## config.mk

```make
export PLATFORM = sky130hd
export DESIGN_NAME = sysreg_bank
export DESIGN_NICKNAME = d
export VERILOG_FILES = /design/src/rtl/sysreg_bank.sv
export SDC_FILE = /design/constraint.sdc
export NUM_CORES = 1
export LEC_CHECK = 0
export BUFFER_PORTS_ARGS = -buffer_cell sky130_fd_sc_hd__buf_4
export CORE_UTILIZATION = 56
export DETAILED_ROUTE_END_ITERATION = 8
export GPL_TIMING_DRIVEN = 0
export PLACE_DENSITY = 0.86
export SYNTH_ARGS = -nofsm -noshare
export SYNTH_HDL_FRONTEND = slang
export SYNTH_SLANG_ARGS = --single-unit
export TNS_END_PERCENT = 50
```

## constraint.sdc

```tcl
create_clock -name clk -period 3.1 [get_ports clk]
set_input_delay 0.62 -clock clk [delete_from_list [all_inputs] [get_ports clk]]
set_output_delay 0.62 -clock clk [all_outputs]
set_load 0.01 [all_outputs]
```

## src/rtl/sysreg_bank.sv

```systemverilog
module sysreg_bank #(
  parameter int          NUM_LED    = 10,
  parameter logic [31:0] CFG0_INIT  = 32'h0000_0001,
  parameter logic [31:0] INFO_VALUE = 32'h0000_0003,
  parameter logic [31:0] AID_VALUE  = 32'h0200_0008,
  parameter logic [31:0] ID_VALUE   = 32'h4104_5240
) (
  input  logic               clk,
  input  logic               rst_n,
  input  logic               bus_valid,
  input  logic               bus_write,
  input  logic [11:0]        bus_addr,
  input  logic [31:0]        bus_wdata,
  output logic [31:0]        bus_rdata,
  input  logic [7:0]         dll_locked_i,
  output logic               remap_o,
  output logic [NUM_LED-1:0] led_o,
  output logic [31:0]        cfg0_o,
  output logic [31:0]        cfg1_o,
  output logic [31:0]        cfg2_o,
  output logic [31:0]        cfg5_o,
  output logic [31:0]        cfg6_o
);
  localparam logic [11:0] PART      = ID_VALUE[15:4];
  localparam bit          HAS_WIDE  = (PART == 12'h524) || (PART == 12'h547);
  localparam bit          HAS_BRAM  = (PART == 12'h524);

  localparam logic [11:0] A_REMAP = 12'h000;
  localparam logic [11:0] A_LED   = 12'h004;
  localparam logic [11:0] A_OPT2  = 12'h008;
  localparam logic [11:0] A_SW    = 12'h00C;
  localparam logic [11:0] A_INFO  = 12'h010;
  localparam logic [11:0] A_OPT5  = 12'h014;
  localparam logic [11:0] A_OPT6  = 12'h018;
  localparam logic [11:0] A_DLL   = 12'h100;
  localparam logic [11:0] A_AID   = 12'hFF8;
  localparam logic [11:0] A_ID    = 12'hFFC;

  wire wr = bus_valid &&  bus_write;
  wire rd = bus_valid && !bus_write;

  logic [31:0] remap_q, led_q, opt2_q, opt5_q, opt6_q;
  logic [7:0]  dll_mask;
  logic [31:0] rmux;

  always_ff @(posedge clk) begin
    if (!rst_n) begin
      remap_q  <= CFG0_INIT;
      led_q    <= '0;
      dll_mask <= 8'hFF;
    end else if (wr) begin
      if (bus_addr == A_REMAP) remap_q  <= bus_wdata;
      if (bus_addr == A_LED)   led_q    <= bus_wdata;
      if (bus_addr == A_DLL)   dll_mask <= bus_wdata[31:24];
    end
  end

  if (HAS_WIDE) begin : g_wide
    always_ff @(posedge clk) begin
      if (!rst_n) begin
        opt2_q <= '0;
        opt5_q <= '0;
      end else if (wr) begin
        if (bus_addr == A_OPT2) opt2_q <= bus_wdata;
        if (bus_addr == A_OPT5) opt5_q <= bus_wdata;
      end
    end
  end else begin : g_narrow
    assign opt2_q = '0;
    assign opt5_q = '0;
  end

  if (HAS_BRAM) begin : g_bram
    always_ff @(posedge clk) begin
      if (!rst_n)                        opt6_q <= '0;
      else if (wr && bus_addr == A_OPT6) opt6_q <= bus_wdata;
    end
  end else begin : g_nobram
    assign opt6_q = '0;
  end

  wire all_locked = &(dll_locked_i | ~dll_mask);

  always_comb begin
    case (bus_addr)
      A_REMAP: rmux = remap_q;
      A_LED:   rmux = led_q;
      A_OPT2:  rmux = opt2_q;
      A_SW:    rmux = '0;
      A_INFO:  rmux = INFO_VALUE;
      A_OPT5:  rmux = opt5_q;
      A_OPT6:  rmux = opt6_q;
      A_DLL:   rmux = {dll_mask, dll_locked_i, 15'b0, all_locked};
      A_AID:   rmux = AID_VALUE;
      A_ID:    rmux = ID_VALUE;
      default: rmux = '0;
    endcase
  end

  always_ff @(posedge clk) begin
    if (!rst_n) bus_rdata <= '0;
    else        bus_rdata <= rd ? rmux : '0;
  end

  assign remap_o = remap_q[0];
  assign led_o   = led_q[NUM_LED-1:0];
  assign cfg0_o  = remap_q;
  assign cfg1_o  = led_q;
  assign cfg2_o  = opt2_q;
  assign cfg5_o  = opt5_q;
  assign cfg6_o  = opt6_q;
endmodule

```

==> results of run 1 <==
[per-stage QoR]
stage                     std cells  setup TNS (ns)  hold slack [ns]  setup WS, ns
after global placement         1496          -0.101            0.454       -0.0240
after floorplan                1052               0            0.450         0.820
final                          1528               0            0.433         0.152
after global routing           1528               0            0.445        0.0916
after CTS                      1528               0            0.428         0.296
after detailed placement       1496          -0.268            0.463       -0.0632
[worst max path at each step]
stage,from,cells past startpoint,slack [ns],end
2_1_floorplan,bus_addr[2],7,0.82,bus_rdata[24]$_SDFF_PN0_
3_3_place_gp,bus_addr[3],8,-0.02,bus_rdata[29]$_SDFF_PN0_
3_5_place_dp,bus_addr[3],8,-0.06,bus_rdata[29]$_SDFF_PN0_
4_1_cts,bus_addr[3],8,0.30,bus_rdata[29]$_SDFF_PN0_
5_1_grt,bus_addr[3],8,0.09,bus_rdata[29]$_SDFF_PN0_
6_report,bus_addr[3],8,0.15,bus_rdata[29]$_SDFF_PN0_
[cell usage after synthesis (all sizes together), types with 3 or more instances]
cell	number
buf	43
nand3	20
o21ai	7
nand4	3
clkbuf	46
mux2	5
a31oi	6
o22ai	8
a21boi	159
a22oi	45
inv	10
a211oi	3
a221oi	4
or4	3
mux2i	11
nand2	352
nor3	12
nor2	35
or3	4
a22o	6
dfxtp	200
nor4b	3
or2	3
nor4	7
a21oi	40
[state kept, by name, indices dropped and copies added (netlist names)]
name and flops:
bus_rdata 32, cfg0_o 32, cfg1_o 32, cfg2_o 32
cfg5_o 32, cfg6_o 32, dll_mask 8
[area by class of cell]
type	instances	area share [%]
tap	188	2.04
clock buffer	21	3.91
timing repair buffer	256	16.7
inverter	10	0.326
sequential	200	34.7
clock inverter	11	1.90
buffer	89	4.23
multi-input combinational	753	36.2
[cell families after synthesis]
group,share of synthesized area (%)
buffers and inverters,6.04
AO/OA/AOI/OAI,23.7
AND/OR/NAND/NOR,22.3
multiplexers,1.91
flip-flops,46.0
[worst max-delay path, cell delays in order]
cell and delay [ns]:
buf_4 0.12, buf_2 0.39, nor4b_2 0.81, clkbuf_1 0.67, a22oi_1 0.15, nor2_1 0.22, a21oi_1 0.09, a21oi_1 0.22
[where the power goes]
group          leakage (nW)  internal (mW)  switching (mW)  total, mW
clock                 0.322           1.54            1.01       2.55
sequential             1.61           2.57        0.000124       2.57
combinational          2.59          0.100           0.158      0.259
total                  4.53           4.21            1.17       5.37
[metal layers]
layer / GRT usage [%] / share of wire [%]
met1: 51.8 / 37
met2: 65.2 / 45
met3: 10.4 / 13
met4: 23.4 / 5.5
met5: 0 / 0
==> metrics.md, run 1 <==
| Metric | Value |
|---|---|
| CP Data Required Time | between 3 and 4 ns |
| Antenna Nets Post-Route | 0 |
| Critical path class | input port to register |
| Fillers | ~1100 |
| Hold path depth | 3 |
| Gr usage total | between 40% and 50% |
| Syn Inst Count | between 1000 and 1500 |
| Most frequent cells in the layout | nand2_1 (352), buf_4 (269), dfxtp_1 (200) |
| Initial antenna violation count | 0 |
| Post-DP Area | 10900 um^2 |
| Crit end category | register |
| CTS tree | yes |
| Worst vdd ir | between 300 and 400 uV |
| Final count of pins violating max slew | 10 |
| Initial DRT Pass Iterations | 5 |
| Worst Hold End | cfg0_o[0]$_SDFFE_PN1P_ |
| Largest net degree at the start of global routing | 17 |
| Core Area | 15200 um^2 |
| Worst R2R Start | dll_mask[1]$_SDFFE_PN1P_ |
| Leak | ~4.5 nW |
| Dominant synthesized flop cell | dfxtp_1 |
| Final instance area | 11500 um^2 |
| CTS resizes | 0 |
| Synth top area share | roughly 46% |
| Clk_lat worst skew | roughly 0.44 ns |
| RSZ-0062 raised after global routing | false |
| Die H | 127 um |
| Num rows | 45 |
| Register bit total from synthesis | 200 |
| Initial Util | a little under three fifths |
| Number of buffers created by CTS | 17 |
| IO buf count | about 260 |
| Routed WL | between 30 and 40 mm |
| PwrDens | approximately 470 nW/um^2 |
| Vias in the first global route | between 8000 and 9000 |
| Post-DR wirelength/cell | 22.1 um |
| Io pins | 259 |
| H-tree depth | 4 |
| Crit share post-route | between 90% and 100% |
| First-pass GRT wire length | just under 50 mm |
| # diodes | 0 |
| Crit Reg-Reg Endpoint | bus_rdata[0]$_SDFF_PN0_ |
| Core Util, Final | approximately three quarters |
| R2r setup slk | around 1.3 ns |
| Final Hold Fails | 0 |
| DPL Wire Length | 23.6 mm |
| CP Data Arrival Time | 3.30 ns |
| Starting DRC count in detailed routing | 1434 |
| Final setup fails | 0 |
| Number of remaining DRC errors | 0 |
| Hold Path Origin | bus_wdata[0] |
| Clk root buf | clkbuf_16 |
| Die width | about 130 um |
| Setup Fix Bufs, Post-CTS | 0 |
| Async S/R FF share, synth | 0% |
| Reg2reg path depth | 5 |
| Outcome | finished with violations |
| Syn avg cell area | 8.27 um^2 |
| Failing checks | capacitance limit, slew limit |
| Synthesized net count | between 1000 and 1500 |
| NumNets Final | 1383 |
| Worst-path clk slew | about 0.070 ns |
| Total gr overflow | 0 |
| Yosys warnings | 0 |
| Final GP Congestion | slightly below 1 |
| Area of the multi-input gates | roughly 4200 um^2 |
| Worst setup SP type | input port |
| Die area | roughly 16000 um^2 |
| Clock sink count | 200 |
| Post-synth top area cell | dfxtp_1 |
| Clk_skew | approximately 0.0056 ns |
| Type of the worst min-delay path | input port to register |
| Worst Path Max Fanout | 10 |
| # hold bufs at CTS | 0 |
| Mapped Area | ~8700 um^2 |
| Via count | around 9600 |
| Post-synth EDFFs | 0 |
| Commonest non-fill, non-tap cell in the layout | nand2_1 |
| Synthesis-to-layout area growth | 32.5% |
| Max-cap violations | 2 |
| F_max | 339 MHz |
| Synth cell types | 52 |
| Vias per inst | about 6.3 |
| Worst relative slew slack | -7.20% |
| Register area | ~4000 um^2 |
| Max Root-Sink Buffers | 2 |
| Least-Margin Pin Slew | approximately 1.6 ns |
| Sequential element share of the synthesized area | 46.0% |
| Synth top area cells | dfxtp_1 (46%), nand2_1 (15%), a21boi_1 (12%) |
| Design Power | 5.37 mW |
| Minimum clock period | 2.95 ns |
| Layout cells sized above 1 | about a quarter |
No activity file was read; power rests on OpenSTA's default activity.
==> run 2: changes to the inputs <==
--- a/config.mk
+++ b/config.mk
@@ -5,11 +5,13 @@
 export SDC_FILE = /design/constraint.sdc
 export NUM_CORES = 1
 export LEC_CHECK = 0
+export ABC_AREA = 1
 export BUFFER_PORTS_ARGS = -buffer_cell sky130_fd_sc_hd__buf_4
 export CORE_UTILIZATION = 56
 export DETAILED_ROUTE_END_ITERATION = 8
 export GPL_TIMING_DRIVEN = 0
-export PLACE_DENSITY = 0.86
+export HOLD_SLACK_MARGIN = 0.1
+export PLACE_DENSITY = 0.85
 export SYNTH_ARGS = -nofsm -noshare
 export SYNTH_HDL_FRONTEND = slang
 export SYNTH_SLANG_ARGS = --single-unit
==> metrics.md, run 2 <==
| Metric | Value |
|---|---|
| Initial antenna violation count | 0 |
| DR top layer | met4 |
| CP max stage delay | 0.48 ns |
| Type of the worst min-delay path | input port to register |
| Initial DRT Pass Iterations | 8 |
| Die area | between 15000 and 20000 um^2 |
| Core Util, Final | about three quarters |
| Worst-path cell chain | buf_4 > nor2_2 > nand2_2 > nor3_2 > nand2_1 > clkbuf_1 > o21ai_0 > a21oi_1 |
| H-tree depth | 4 |
| PwrDens | 425 nW/um^2 |
| First-pass GRT wire length | 53.1 mm |
| Total gr overflow | 0 |
| Die H | between 100 and 150 um |
| Initial Util | 57.8% |
| Routed WL | about 36 mm |
| # diodes | 0 |
| Starting DRC count in detailed routing | 1740 |
| Io pins | between 200 and 300 |
| DPL Wire Length | around 25 mm |
| Register bit total from synthesis | 200 |
| Commonest non-fill, non-tap cell in the layout | buf_4 |
| Final setup fails | 0 |
| Post-DR wirelength/cell | around 20 um |
| Synthesized net count | between 1000 and 1500 |
| Combinational power share | about 5.1% |
| Setup Fix Bufs, Post-CTS | 0 |
| Clock sink count | 200 |
| CTS tree | yes |
| Vias per inst | between 5 and 6 |
| Max-cap violations | 0 |
| Core Area | approximately 15000 um^2 |
| Post-synth EDFFs | 0 |
| Mapped Area | 8850 um^2 |
| Minimum clock period | about 2.4 ns |
| Internal power | 3.69 mW |
| Outcome | finished clean |
| Synth top area share | 45.2% |
| Dominant synthesized flop cell | dfxtp_1 |
| Largest net degree at the start of global routing | 19 |
| Met3 wire len | 5.48 mm |
| Clock share of power | between 40% and 50% |
| Crit end category | register |
| Vias in the first global route | between 9000 and 10000 |
| WHS | roughly 0.45 ns |
| Layout cells sized above 1 | between 20% and 30% |
| Worst vdd ir | about 400 uV |
| Syn avg cell area | 6.95 um^2 |
| Design Power | between 4 and 5 mW |
| Flop pwr share | 52.1% |
| Sw frac | approximately 25% |
| Via count | between 10000 and 15000 |
| IO buf count | roughly 260 |
| Max Root-Sink Buffers | 2 |
| Number of remaining DRC errors | 0 |
| Num rows | 45 |
| CP Data Arrival Time | between 2 and 3 ns |
| Synth cell types | 22 |
| Sequential element share of the synthesized area | 45.2% |
| Final instance area | 11600 um^2 |
| Syn Inst Count | around 1300 |
| Gr usage total | between 40% and 50% |
| Clk root buf | clkbuf_16 |
| Most numerous cell in the Yosys netlist | nand2_1 |
| Synth top area cells | dfxtp_1 (45%), nand3_1 (11%), nand2_1 (9.4%) |
| Number of buffers created by CTS | 17 |
| Met1 wire length | ~13 mm |
| WL met2 | ~16 mm |
| Worst Path Max Fanout | 10 |
| Clk_lat worst skew | 0.44 ns |
| Sw Pwr | approximately 1.2 mW |
| Synth top cells by count | nand2_1 (221), dfxtp_1 (200), nand3_1 (197), inv_1 (166), a21oi_1 (159) |
| Antenna Nets Post-Route | 0 |
| Yosys warnings | 0 |
| Register area | ~4000 um^2 |
| Async S/R FF share, synth | 0% |
| Setup Total Neg Slack | 0 ns |
| Worst relative slew slack | between 40% and 50% |
| Clk_skew | approximately 0.008 ns |
| Post-DP Area | 11000 um^2 |
| Leak | slightly above 5 nW |
| Post-synth top area cell | dfxtp_1 |
| Area of the multi-input gates | between 3000 and 4000 um^2 |
| Final GP Congestion | 1.02 |
| CP Data Required Time | roughly 3.4 ns |
| Least-Margin Pin Slew | between 0.8 and 0.9 ns |
| Synthesis-to-layout area growth | 31.0% |
| Crit share post-route | about four fifths |
| Worst-path clk slew | around 0.07 ns |
| RSZ-0062 raised after global routing | false |
| Final Hold Fails | 0 |
| Final count of pins violating max slew | 0 |
| Fillers | around 1200 |
| Worst setup SP type | input port |
| Worst path bufs/invs | 2 |
| # hold bufs at CTS | 0 |
| Largest delay share family, worst path | simple AND/OR/NAND/NOR gates |
| Die width | 128 um |
| NumNets Final | around 1600 |
| CTS resizes | 0 |
| F_max | 413 MHz |
| Most frequent cells in the layout | buf_4 (275), nand2_1 (221), dfxtp_1 (200) |
| Slowest CP cell | nor3_2 |
| Critical path class | input port to register |
==> run 2: changes by cell type after synthesis, moves of 16 or more <==
cell      delta
o21ai_0    +117
a21oi_1    +119
nand3_1    +177
a21boi_0    -16
nor2_1      +48
a21boi_1   -143
inv_1      +156
a22oi_1     -45
nand2_1    -131
==> run 2: per-layer routing <==
metal	track usage, %	up-vias
met2	65.8	1016
li1	-	4652
met3	11.9	165
met1	57.2	4791
met5	0	-
met4	23.3	0
==> run 2: path summary, 6_finish.rpt <==
path / cells after the start / slack [ns] / end / startpoint
max: 8 / 0.68 / cfg1_o[26]$_SDFFE_PN0P_ / bus_addr[7]
max reg2reg: 9 / 1.97 / bus_rdata[0]$_SDFF_PN0_ / dll_mask[5]$_SDFFE_PN1P_
min: 3 / 0.45 / dll_mask[5]$_SDFFE_PN1P_ / bus_wdata[29]
min reg2reg: 2 / 0.47 / cfg2_o[15]$_SDFFE_PN0P_ / cfg2_o[15]$_SDFFE_PN0P_
==> run 2: layout make-up <==
cell class / instances / share of cell area (%)
timing repair buffer: 257 / 16.6
clock inverter: 15 / 1.05
multi-input combinational: 808 / 32.2
buffer: 96 / 4.17
clock buffer: 17 / 3.67
inverter: 170 / 5.50
tap: 211 / 2.28
sequential: 200 / 34.5
==> run 2: cell families (layout without fill, tap and decap cells) <==
group           after synthesis  count (layout)  share of synthesized area (%)
simple gates                520             520                           25.7
flops                       200             200                           45.2
buf+inv                     266             555                           12.7
compound gates              288             288                           16.4
==> run 2: power by group through the flow <==
stage / clock [mW] / combinational, mW / sequential (mW)
4_1_cts: 2.09 / 0.239 / 2.57
3_5_place_dp: 0 / 0.238 / 2.63
6_report: 2.11 / 0.253 / 2.57
3_3_place_gp: 0 / 0.235 / 2.63
5_1_grt: 2.21 / 0.263 / 2.57
2_1_floorplan: 0 / 0.0953 / 2.63
==> run 2: tightest hold or removal path: cells and delay by family <==
kind          cells  cell delay, ns
simple gates      2            0.11
buf+inv           1            0.12
==> run 2: stage by stage <==
stage / setup slack, ns / instances
final: 0.677 / 1774
after global routing: 0.596 / 1774
after CTS: 0.839 / 1774
after detailed placement: 0.381 / 1742
after global placement: 0.394 / 1742
after floorplan: 1.29 / 1274
